## src/rtl/lapring_pkg.sv

```systemverilog
package lapring_pkg;
   localparam int WORD_W    = 32;
   localparam int N_WORDS   = 8;
   localparam int ENTRY_W   = WORD_W * N_WORDS;
   localparam int PAYLOAD_W = WORD_W * (N_WORDS - 1);
   localparam int ID_W      = 8;
   localparam int LAP_W     = 4;
   localparam int RSV_W     = WORD_W - ID_W - LAP_W;
   localparam int CFG_SZ_W  = 3;
   localparam int MIN_LOG2  = 2;
   localparam int MAX_LOG2  = 6;

   // lap value a slot carries after reset: looks like the pass before the first
   localparam logic [LAP_W-1:0] LAP_STALE = '1;

   typedef struct packed {
      logic [LAP_W-1:0] lap;
      logic [ID_W-1:0]  ring_id;
      logic [RSV_W-1:0] rsv;
   } tail_t;

   typedef struct packed {
      tail_t                tail;
      logic [PAYLOAD_W-1:0] body;
   } entry_t;

   function automatic entry_t build_entry(input logic [PAYLOAD_W-1:0] body,
                                          input logic [ID_W-1:0]      id,
                                          input logic [LAP_W-1:0]     lap);
      entry_t e;
      e.body         = body;
      e.tail.lap     = lap;
      e.tail.ring_id = id;
      e.tail.rsv     = '0;
      return e;
   endfunction

   function automatic entry_t stale_entry();
      entry_t e;
      e          = '0;
      e.tail.lap = LAP_STALE;
      return e;
   endfunction
endpackage

```

## src/rtl/lapring_mem.sv

```systemverilog
module lapring_mem
   import lapring_pkg::*;
#(
   parameter int DEPTH_LOG2 = 4
) (
   input  logic                  clk,
   input  logic                  rst,
   input  logic                  we,
   input  logic [DEPTH_LOG2-1:0] wa,
   input  entry_t                wd,
   input  logic [DEPTH_LOG2-1:0] ra,
   output entry_t                rd
);
   localparam int DEPTH = 1 << DEPTH_LOG2;

   entry_t slots [DEPTH];

   always_ff @(posedge clk) begin
      for (int s = 0; s < DEPTH; s++) begin
         if (rst)
            slots[s] <= stale_entry();
         else if (we && wa == DEPTH_LOG2'(s))
            slots[s] <= wd;
      end
   end

   always_comb rd = slots[ra];

   // a write lands in the addressed slot intact
   a_r11_write_lands: assert property (@(posedge clk) disable iff (rst)
      we |=> slots[$past(wa)] == $past(wd));
endmodule

```

## src/rtl/lapring_prod.sv

```systemverilog
module lapring_prod
   import lapring_pkg::*;
#(
   parameter int PTR_W = 4
) (
   input  logic             clk,
   input  logic             rst,
   input  logic             in_valid,
   input  logic [PTR_W-1:0] last_idx,
   input  logic [PTR_W-1:0] rd_ptr,
   input  logic             cons_par,
   output logic             in_ready,
   output logic             fire,
   output logic [PTR_W-1:0] wr_ptr,
   output logic [LAP_W-1:0] lap
);
   logic full;
   logic at_end;

   always_comb begin
      // same slot, producer one pass ahead: that slot is still unread
      full     = (wr_ptr == rd_ptr) && (lap[0] != cons_par);
      in_ready = !full;
      fire     = in_valid && in_ready;
      at_end   = (wr_ptr == last_idx);
   end

   always_ff @(posedge clk) begin
      if (rst) begin
         wr_ptr <= '0;
         lap    <= '0;
      end else if (fire) begin
         if (at_end) begin
            wr_ptr <= '0;
            lap    <= lap + LAP_W'(1);
         end else begin
            wr_ptr <= wr_ptr + PTR_W'(1);
         end
      end
   end

   // lap steps by one, modulo 16, on a producer wrap
   a_r3_lap_step: assert property (@(posedge clk) disable iff (rst)
      (fire && wr_ptr == last_idx) |=> lap == LAP_W'($past(lap) + LAP_W'(1)));

   // lap holds between wraps
   a_r3_lap_hold: assert property (@(posedge clk) disable iff (rst)
      !(fire && wr_ptr == last_idx) |=> $stable(lap));

   // write pointer stays inside the selected ring size
   a_r10_wr_bound: assert property (@(posedge clk) disable iff (rst)
      wr_ptr <= last_idx);
endmodule

```

## src/rtl/lapring_cons.sv

```systemverilog
module lapring_cons
   import lapring_pkg::*;
#(
   parameter int PTR_W = 4
) (
   input  logic             clk,
   input  logic             rst,
   input  logic             pop,
   input  logic [PTR_W-1:0] last_idx,
   input  logic             head_lsb,
   output logic             avail,
   output logic             par,
   output logic [PTR_W-1:0] rd_ptr
);
   logic take;

   always_comb begin
      avail = (head_lsb == par);
      take  = pop && avail;
   end

   always_ff @(posedge clk) begin
      if (rst) begin
         rd_ptr <= '0;
         par    <= 1'b0;
      end else if (take) begin
         if (rd_ptr == last_idx) begin
            rd_ptr <= '0;
            par    <= ~par;
         end else begin
            rd_ptr <= rd_ptr + PTR_W'(1);
         end
      end
   end

   // a pop with nothing new leaves the read state alone
   a_r8_idle_pop: assert property (@(posedge clk) disable iff (rst)
      (pop && !avail) |=> (rd_ptr == $past(rd_ptr)) && (par == $past(par)));

   // parity turns over when the read pointer wraps
   a_r6_par_flip: assert property (@(posedge clk) disable iff (rst)
      (pop && avail && rd_ptr == last_idx) |=> par != $past(par));

   // read pointer stays inside the selected ring size
   a_r10_rd_bound: assert property (@(posedge clk) disable iff (rst)
      rd_ptr <= last_idx);
endmodule

```

## src/rtl/lapring_top.sv

```systemverilog
module lapring_top
   import lapring_pkg::*;
#(
   parameter int DEPTH_LOG2 = 4,
   parameter bit CLAMP_SIZE = 1'b1
) (
   input  logic                  clk,
   input  logic                  rst,
   input  logic [7:0]            cfg_ring_id,
   input  logic [2:0]            cfg_size_log2,
   input  logic                  in_valid,
   output logic                  in_ready,
   input  logic [223:0]          in_desc,
   output logic                  mem_wr_en,
   output logic [DEPTH_LOG2-1:0] mem_wr_slot,
   output logic [255:0]          mem_wr_entry,
   output logic                  cons_avail,
   output logic [255:0]          cons_entry,
   input  logic                  cons_pop
);
   localparam int PTR_W = DEPTH_LOG2;

   if (DEPTH_LOG2 < MIN_LOG2 || DEPTH_LOG2 > MAX_LOG2) begin : g_bad_depth
      $error("lapring_top: DEPTH_LOG2 must lie between 2 and 6");
   end

   int               eff_log2;
   logic [PTR_W-1:0] last_idx;
   logic [PTR_W-1:0] wr_ptr, rd_ptr;
   logic [LAP_W-1:0] lap;
   logic             fire, par;
   entry_t           wr_entry, rd_entry;

   // size selection: clamp out-of-range codes, or fall back to full depth
   if (CLAMP_SIZE) begin : g_clamp
      always_comb begin
         if (cfg_size_log2 < CFG_SZ_W'(MIN_LOG2))
            eff_log2 = MIN_LOG2;
         else if (cfg_size_log2 > CFG_SZ_W'(DEPTH_LOG2))
            eff_log2 = DEPTH_LOG2;
         else
            eff_log2 = int'(cfg_size_log2);
      end
   end else begin : g_fallback
      always_comb begin
         if (cfg_size_log2 < CFG_SZ_W'(MIN_LOG2) || cfg_size_log2 > CFG_SZ_W'(DEPTH_LOG2))
            eff_log2 = DEPTH_LOG2;
         else
            eff_log2 = int'(cfg_size_log2);
      end
   end

   always_comb last_idx = PTR_W'((1 << eff_log2) - 1);

   lapring_prod #(.PTR_W(PTR_W)) u_prod (
      .clk      (clk),
      .rst      (rst),
      .in_valid (in_valid),
      .last_idx (last_idx),
      .rd_ptr   (rd_ptr),
      .cons_par (par),
      .in_ready (in_ready),
      .fire     (fire),
      .wr_ptr   (wr_ptr),
      .lap      (lap)
   );

   always_comb wr_entry = build_entry(in_desc, cfg_ring_id, lap);

   lapring_mem #(.DEPTH_LOG2(DEPTH_LOG2)) u_mem (
      .clk (clk),
      .rst (rst),
      .we  (fire),
      .wa  (wr_ptr),
      .wd  (wr_entry),
      .ra  (rd_ptr),
      .rd  (rd_entry)
   );

   lapring_cons #(.PTR_W(PTR_W)) u_cons (
      .clk      (clk),
      .rst      (rst),
      .pop      (cons_pop),
      .last_idx (last_idx),
      .head_lsb (rd_entry.tail.lap[0]),
      .avail    (cons_avail),
      .par      (par),
      .rd_ptr   (rd_ptr)
   );

   always_comb begin
      mem_wr_en    = fire;
      mem_wr_slot  = wr_ptr;
      mem_wr_entry = wr_entry;
      cons_entry   = rd_entry;
   end

   // never write over the slot the consumer is about to read while it is new
   a_r7_no_overwrite: assert property (@(posedge clk) disable iff (rst)
      (mem_wr_en && mem_wr_slot == rd_ptr) |-> !cons_avail);

   // anything presented as new has a clear reserved field
   a_r5_rsv_clear: assert property (@(posedge clk) disable iff (rst)
      cons_avail |-> rd_entry.tail.rsv == '0);

   // no write is issued while ready is low
   a_r7_no_write_blocked: assert property (@(posedge clk) disable iff (rst)
      !in_ready |-> !mem_wr_en);
endmodule

```

## config.mk

```make
export PLATFORM = sky130hd
export DESIGN_NAME = lapring_top
export DESIGN_NICKNAME = d
export VERILOG_FILES = /design/src/rtl/lapring_pkg.sv /design/src/rtl/lapring_mem.sv /design/src/rtl/lapring_prod.sv /design/src/rtl/lapring_cons.sv /design/src/rtl/lapring_top.sv
export SDC_FILE = /design/constraint.sdc
export NUM_CORES = 2
export LEC_CHECK = 0
export ABC_CLOCK_PERIOD_IN_PS = 15770
export BUFFER_PORTS_ARGS = -buffer_cell sky130_fd_sc_hd__buf_2
export CORE_UTILIZATION = 48
export DETAILED_ROUTE_END_ITERATION = 10
export HOLD_SLACK_MARGIN = 0.03
export RECOVER_POWER = 50
export REMOVE_ABC_BUFFERS = 1
export SLEW_MARGIN = 20
export SYNTH_ARGS = -nofsm -noshare
export SYNTH_HDL_FRONTEND = slang
export SYNTH_SLANG_ARGS = --single-unit
export TNS_END_PERCENT = 30
```

## constraint.sdc

```tcl
create_clock -name clk -period 15.77 [get_ports clk]
set_input_delay 1.577 -clock clk [delete_from_list [all_inputs] [get_ports clk]]
set_output_delay 1.577 -clock clk [all_outputs]
set_load 0.1 [all_outputs]
```

### After elaboration in Yosys (flattened, before gate mapping)

Memory sizes are Yosys's and may differ from the RTL's. A register that Yosys moved wholly into a read port is not among the register bits.
Index checks and enable logic that the tools add are counted.
Widths: inputs -> output; s select.

| cells by class | value |
|---|---|
| add/sub/neg operators | 4 |
| multiply operators | 0 |
| div/mod/pow operators | 0 |
| $lt $le $gt $ge | 2 |
| eq/ne operators | 20 |
| shift-type cells | 1 |
| mux-type cells | 72 |
| bitwise logic cells | 17 |
| reductions and logical operators | 23 |

Operators by type and width:

| kind | number |
|---|---|
| $mux 236 | 16 |
| $mux 1 | 50 |
| $eq 4x4->1 const B | 8 |
| $logic_and 1x1->1 | 19 |
| $eq 4x3->1 const B | 4 |
| $mux 4 | 4 |
| $or 1x1->1 | 16 |
| $add 4x1->4 const B | 3 |
| $eq 4x4->1 | 3 |
| $eq 4x2->1 const B | 2 |
| $mux 3 | 2 |
| $eq 4x1->1 const B | 1 |
| $logic_not 4->1 | 1 |
| $reduce_and 2->1 | 2 |
| $shl 1x3->4 const A | 1 |
| $sub 4x2->4 const B | 1 |
| $gt 3x3->1 const B | 1 |
| $lt 3x2->1 const B | 1 |
| $eq 1x1->1 | 1 |
| $logic_not 1->1 | 1 |
| $ne 1x1->1 | 1 |
| $not 1->1 | 1 |

| storage, ports and cells | value |
|---|---|
| register bits | 13 |
| bits in latches | 0 |
| bits in writable memories | 3776 |
| bits in read-only memories | 0 |
| input bits | 239 |
| output and inout bits | 519 |
| memories | 1 |

Memory list:

| memory | depth | bits a word | read ports | clocked after Yosys merged registers in | write ports | RTL line | source |
|---|---|---|---|---|---|---|---|
| u_mem.slots | 16 | 236 | 1 | 1 | 16 | lapring_mem.sv:16 | `entry_t slots [DEPTH];` |

### Depth between registers and ports, before layout

| logic depth | value |
|---|---|
| word-level depth | 9 |
| depth in mapped cells | 10 |

### Cells and area by module

Synthesis repeated with hierarchy kept, for this count alone.

| second synthesis, totals | value |
|---|---|
| cell total of the unflattened synthesis | 11631 |
| area, all modules | 184493.2 µm² |

Modules (own cells, without submodules):

| module | instances | cells an instance | area an instance (µm²) | seq. area each (µm²) |
|---|---|---|---|---|
| lapring_mem | 1 | 11290 | 181776.8 | 122998.0 |
| lapring_top | 1 | 259 | 1936.9 | 0.0 |
| lapring_prod | 1 | 50 | 476.7 | 160.2 |
| lapring_cons | 1 | 32 | 302.8 | 100.1 |

### Worst setup path after synthesis

Ideal clock, no wire load.

| timing | value |
|---|---|
| path kind | reg2reg |
| start point | reg u_prod.lap[0] |
| end point | mem u_mem.slots[12][0] (netlist name) (enable) |
| setup time | 882 ps |
| arrival time | 13312 ps |
| data required time | 14888 ps |
| path slack | 1576 ps |
| cell stages (with the launch flop) | 9 |
| buffers on the path | 3 |
| clock period less this slack | 14194 ps |
| cell sequence | dfxtp_1 > buf_2 > xnor2_1 > nor3_2 > nand3_2 > nand3_2 > buf_4 > clkbuf_1 > o21bai_1 |

RTL lines:

| what | RTL line | source |
|---|---|---|
| start: declaration | lapring_prod.sv:15 | `output logic [LAP_W-1:0] lap` |
| start signal: assignment | lapring_prod.sv:35 | `lap <= lap + LAP_W'(1);` |
| end: declaration | lapring_mem.sv:16 |  |

==> summary.txt <==
Synth
  • Cell with the most instances after synthesis: edfxtp_1
  • EDFF count, synth: 3,776
  • Compound-Gate Fraction of Synth Area: 0.7853%
  • Avg Inst Size Synth: 16.55 um2
  • Commonest cells in the netlist: edfxtp_1 (3,776), and2_1 (3,713), mux4_2 (1,090)
  • Main combinational cell family by area after synthesis: multiplexers
  • Sequential fraction of the synthesis area: 66.22%
  • Yosys cell types: 49
  • Multiplexer share of the synthesized area: 14.85%
  • Cells after Synth: 10,380
  • Post-synth top area cell: edfxtp_1
  • Primary FF master, synth: edfxtp_1
  • Async S/R FF share, synth: 0%
  • Post-Synth Simple-Gate Area: 14.31%
  • Synthesis Warnings: 0
  • Yosys top cell area share: 66.02%
  • Area contributors post-synth: edfxtp_1 (66%), mux4_2 (14%), and2_1 (14%)
  • Post-Syn Area: 171,700 um2
  • XOR/XNOR Fraction of Synth Area: 0.09179%
  • Adder-cell area share of the yosys netlist: 0.05100%
  • Synthesized flop and latch total: 3,793

Floorplanning
  • # rows: 219
  • Die height: 600.2 um
  • Core ar.: 355,900 um2
  • Die area: 360,200 um2
  • Starting density of the core: 48.25%
  • Die Wd: 600.2 um
  • Top-level I/O count: 758

Clock tree
  • Clock sinks: 3,793
  • CTS Hold Bufs: 0
  • Clock Tree Buf Depth: 4
  • Root buf cell: clkbuf_16
  • Post-CTS setup buffers: 0
  • Worst skew pair latency: 0.98 ns
  • CTS Buf Count: 408
  • CTS tree: done
  • Cts repair resizes: 0
  • CTS H-tree depth: 5
  • Clock-pin slew on the worst setup and hold paths: 0.06 ns

STA
  • Minimum clock period: 11.22 ns
  • Pins over their slew limit: 3,716
  • Worst Clk Skew: 0.04536 ns
  • Final period util: 71.12%
  • RSZ-0062 raised after global routing: false
  • Setup violators final: 0
  • FMAX: 89.16 MHz
  • Final Hold Fails: 0
  • Rel. slew slack: -579.0%
  • Slew at the pin with the worst max-slew slack: 10.19 ns

Global route
  • Vias in the first global route: 96,620
  • First-pass GRT wire length: 720,200 um
  • Pin count of the biggest net entering global routing: 122
  • GRT overflow: 0
  • Total track usage: 28.31%
  • Initial antenna violation count: 36

Worst hold path
  • Worst hold path type: flop to flop

Routing
  • DR WL/cell: 32.84 um
  • Via count: 94,240
  • Routed Antenna Nets: 0
  • DRT Pass-1 Iters: 8
  • Drt drc: 111
  • Initial DRC count: 11,560
  • Final wirelength: 513,500 um
  • Via density per instance: 6.028

Place
  • GPL Wtd Cong: 0.7517
  • HPWL Detailed: 256,800 um
  • Placed inst area: 177,300 um2
  • IO Port Bufs: 717

Cells and area
  • Share of cells above drive strength 1: 21.10%
  • Final Core Density: 53.24%
  • Reg area: 113,700 um2
  • Post-route cell area: 189,500 um2
  • Area occupied by multi-input gates: 51,880 um2
  • Area grow syn2layout: 10.33%
  • Fillers: 28,580
  • Nets: 10,780

Setup path
  • Crit path DAT: 12.04 ns
  • Worst-path fanout max: 99
  • Worst Path Required: 16.59 ns
  • Kind of critical path: flop to flop
  • CP endpoint kind: flop
  • Crit start category: flop

Pwr
  • Worst VDD drop: 0.00008496 V
  • PwrDens: 123.9 nW/um2
  • Leakage: 66.15 nW

Run status
  • Failing checks: design-rule violations, max-capacitance violations, max-slew violations
  • Status: finished with violations

Run
  • Max cap viols: 90
-- sequential cells by signal, indices dropped and copies added, names as in the netlist, named ones only --
| signal | flops |
|---|---|
| u_prod.wr_ptr | 4 |
| u_prod.lap | 4 |
| u_cons.par | 1 |
| u_mem.slots | 3776 |
| u_cons.rd_ptr | 4 |
-- final cells by class --
class,instances,share of cell area [%]
sequential,3793,60.02
multi-input combinational,5396,27.38
clock buffer,486,5.576
tap,4751,3.137
timing repair buffer,927,2.553
clock inverter,262,1.307
antenna,15,0.01981
inverter,3,0.005943
-- final timing paths --
| kind | start | slack, ns | endpoint | cells after the start |
|---|---|---|---|---|
| worst max-delay path | u_prod.lap[0] | 4.55 | u_mem.slots[13][219] | 9 |
| worst min register to register | u_prod.wr_ptr[1] | 0.57 | u_prod.wr_ptr[1] | 2 |
| worst max register to register | u_prod.lap[0] | 4.55 | u_mem.slots[13][219] | 9 |
| worst min-delay path | u_prod.wr_ptr[1] | 0.57 | u_prod.wr_ptr[1] | 2 |
-- report_power, final --
| group | internal (mW) | switching (mW) | total [mW] |
|---|---|---|---|
| Sequential | 11.5 | 0.111 | 11.6 |
| Combinational | 0.533 | 1.81 | 2.34 |
| Clock | 5.41 | 4.09 | 9.50 |
| Total | 17.5 | 6.01 | 23.5 |
-- worst max-delay path, cell delays in order, from the launching register on --
cell	delay, ns
dfxtp_1	0.82
xnor2_1	0.20
nor3_1	0.10
nand3_1	0.28
nand3_1	0.87
nor2_4	0.30
clkbuf_1	5.95
buf_4	1.47
buf_4	0.72
and2_1	0.22
-- stage by stage --
step / setup TNS [ns] / power, mW / hold slack, ns / setup slack [ns] / std cells
floorplan: -6649.27 / 13.77 / 0.5140 / -30.01 / 9192
CTS: 0 / 23.59 / 0.5710 / 7.839 / 15620
global route: 0 / 24.07 / 0.6212 / 4.295 / 15620
finish: 0 / 23.48 / 0.5702 / 4.554 / 15630
detailed placement: 0 / 14.19 / 0.5617 / 8.923 / 14870
global placement: 0 / 14.16 / 0.5683 / 8.899 / 14870
-- routing by layer --
layer / wire [um] / track usage [%]
met4: 12420 / 6.304
met2: 253100 / 47.49
met1: 204900 / 39.15
met3: 43050 / 4.411
met5: 0 / 0
-- placed cells by master (no fill, tap or decap), drive strengths merged, types with 3 or more instances in the layout --
cell type and instances:
a211oi 85, a21o 14, a21oi 92, and2 3713, and3 4, buf 613
bufinv 38, clkbuf 800, clkinv 201, clkinvlp 8, conb 42, dfxtp 17
diode 15, edfxtp 3776, ha 7, inv 18, mux2 5, mux2i 90
mux4 1090, nand2 9, nand2b 5, nand3 13, nor2 25, nor2b 90
nor3 4, o21ai 3, o21bai 4, or3 65, xnor2 12, xor2 6
-- cell families (layout without fill, tap and decap cells) --
| group | after synthesis | after routing |
|---|---|---|
| other cells | 2 | 57 |
| buf+inv | 1228 | 1678 |
| compound gates | 209 | 209 |
| fa+ha+maj | 7 | 7 |
| simple gates | 3935 | 3935 |
| mux | 1185 | 1185 |
| flops | 3793 | 3793 |
| xor+xnor | 18 | 18 |
No activity file was read; power rests on OpenSTA's default activity.
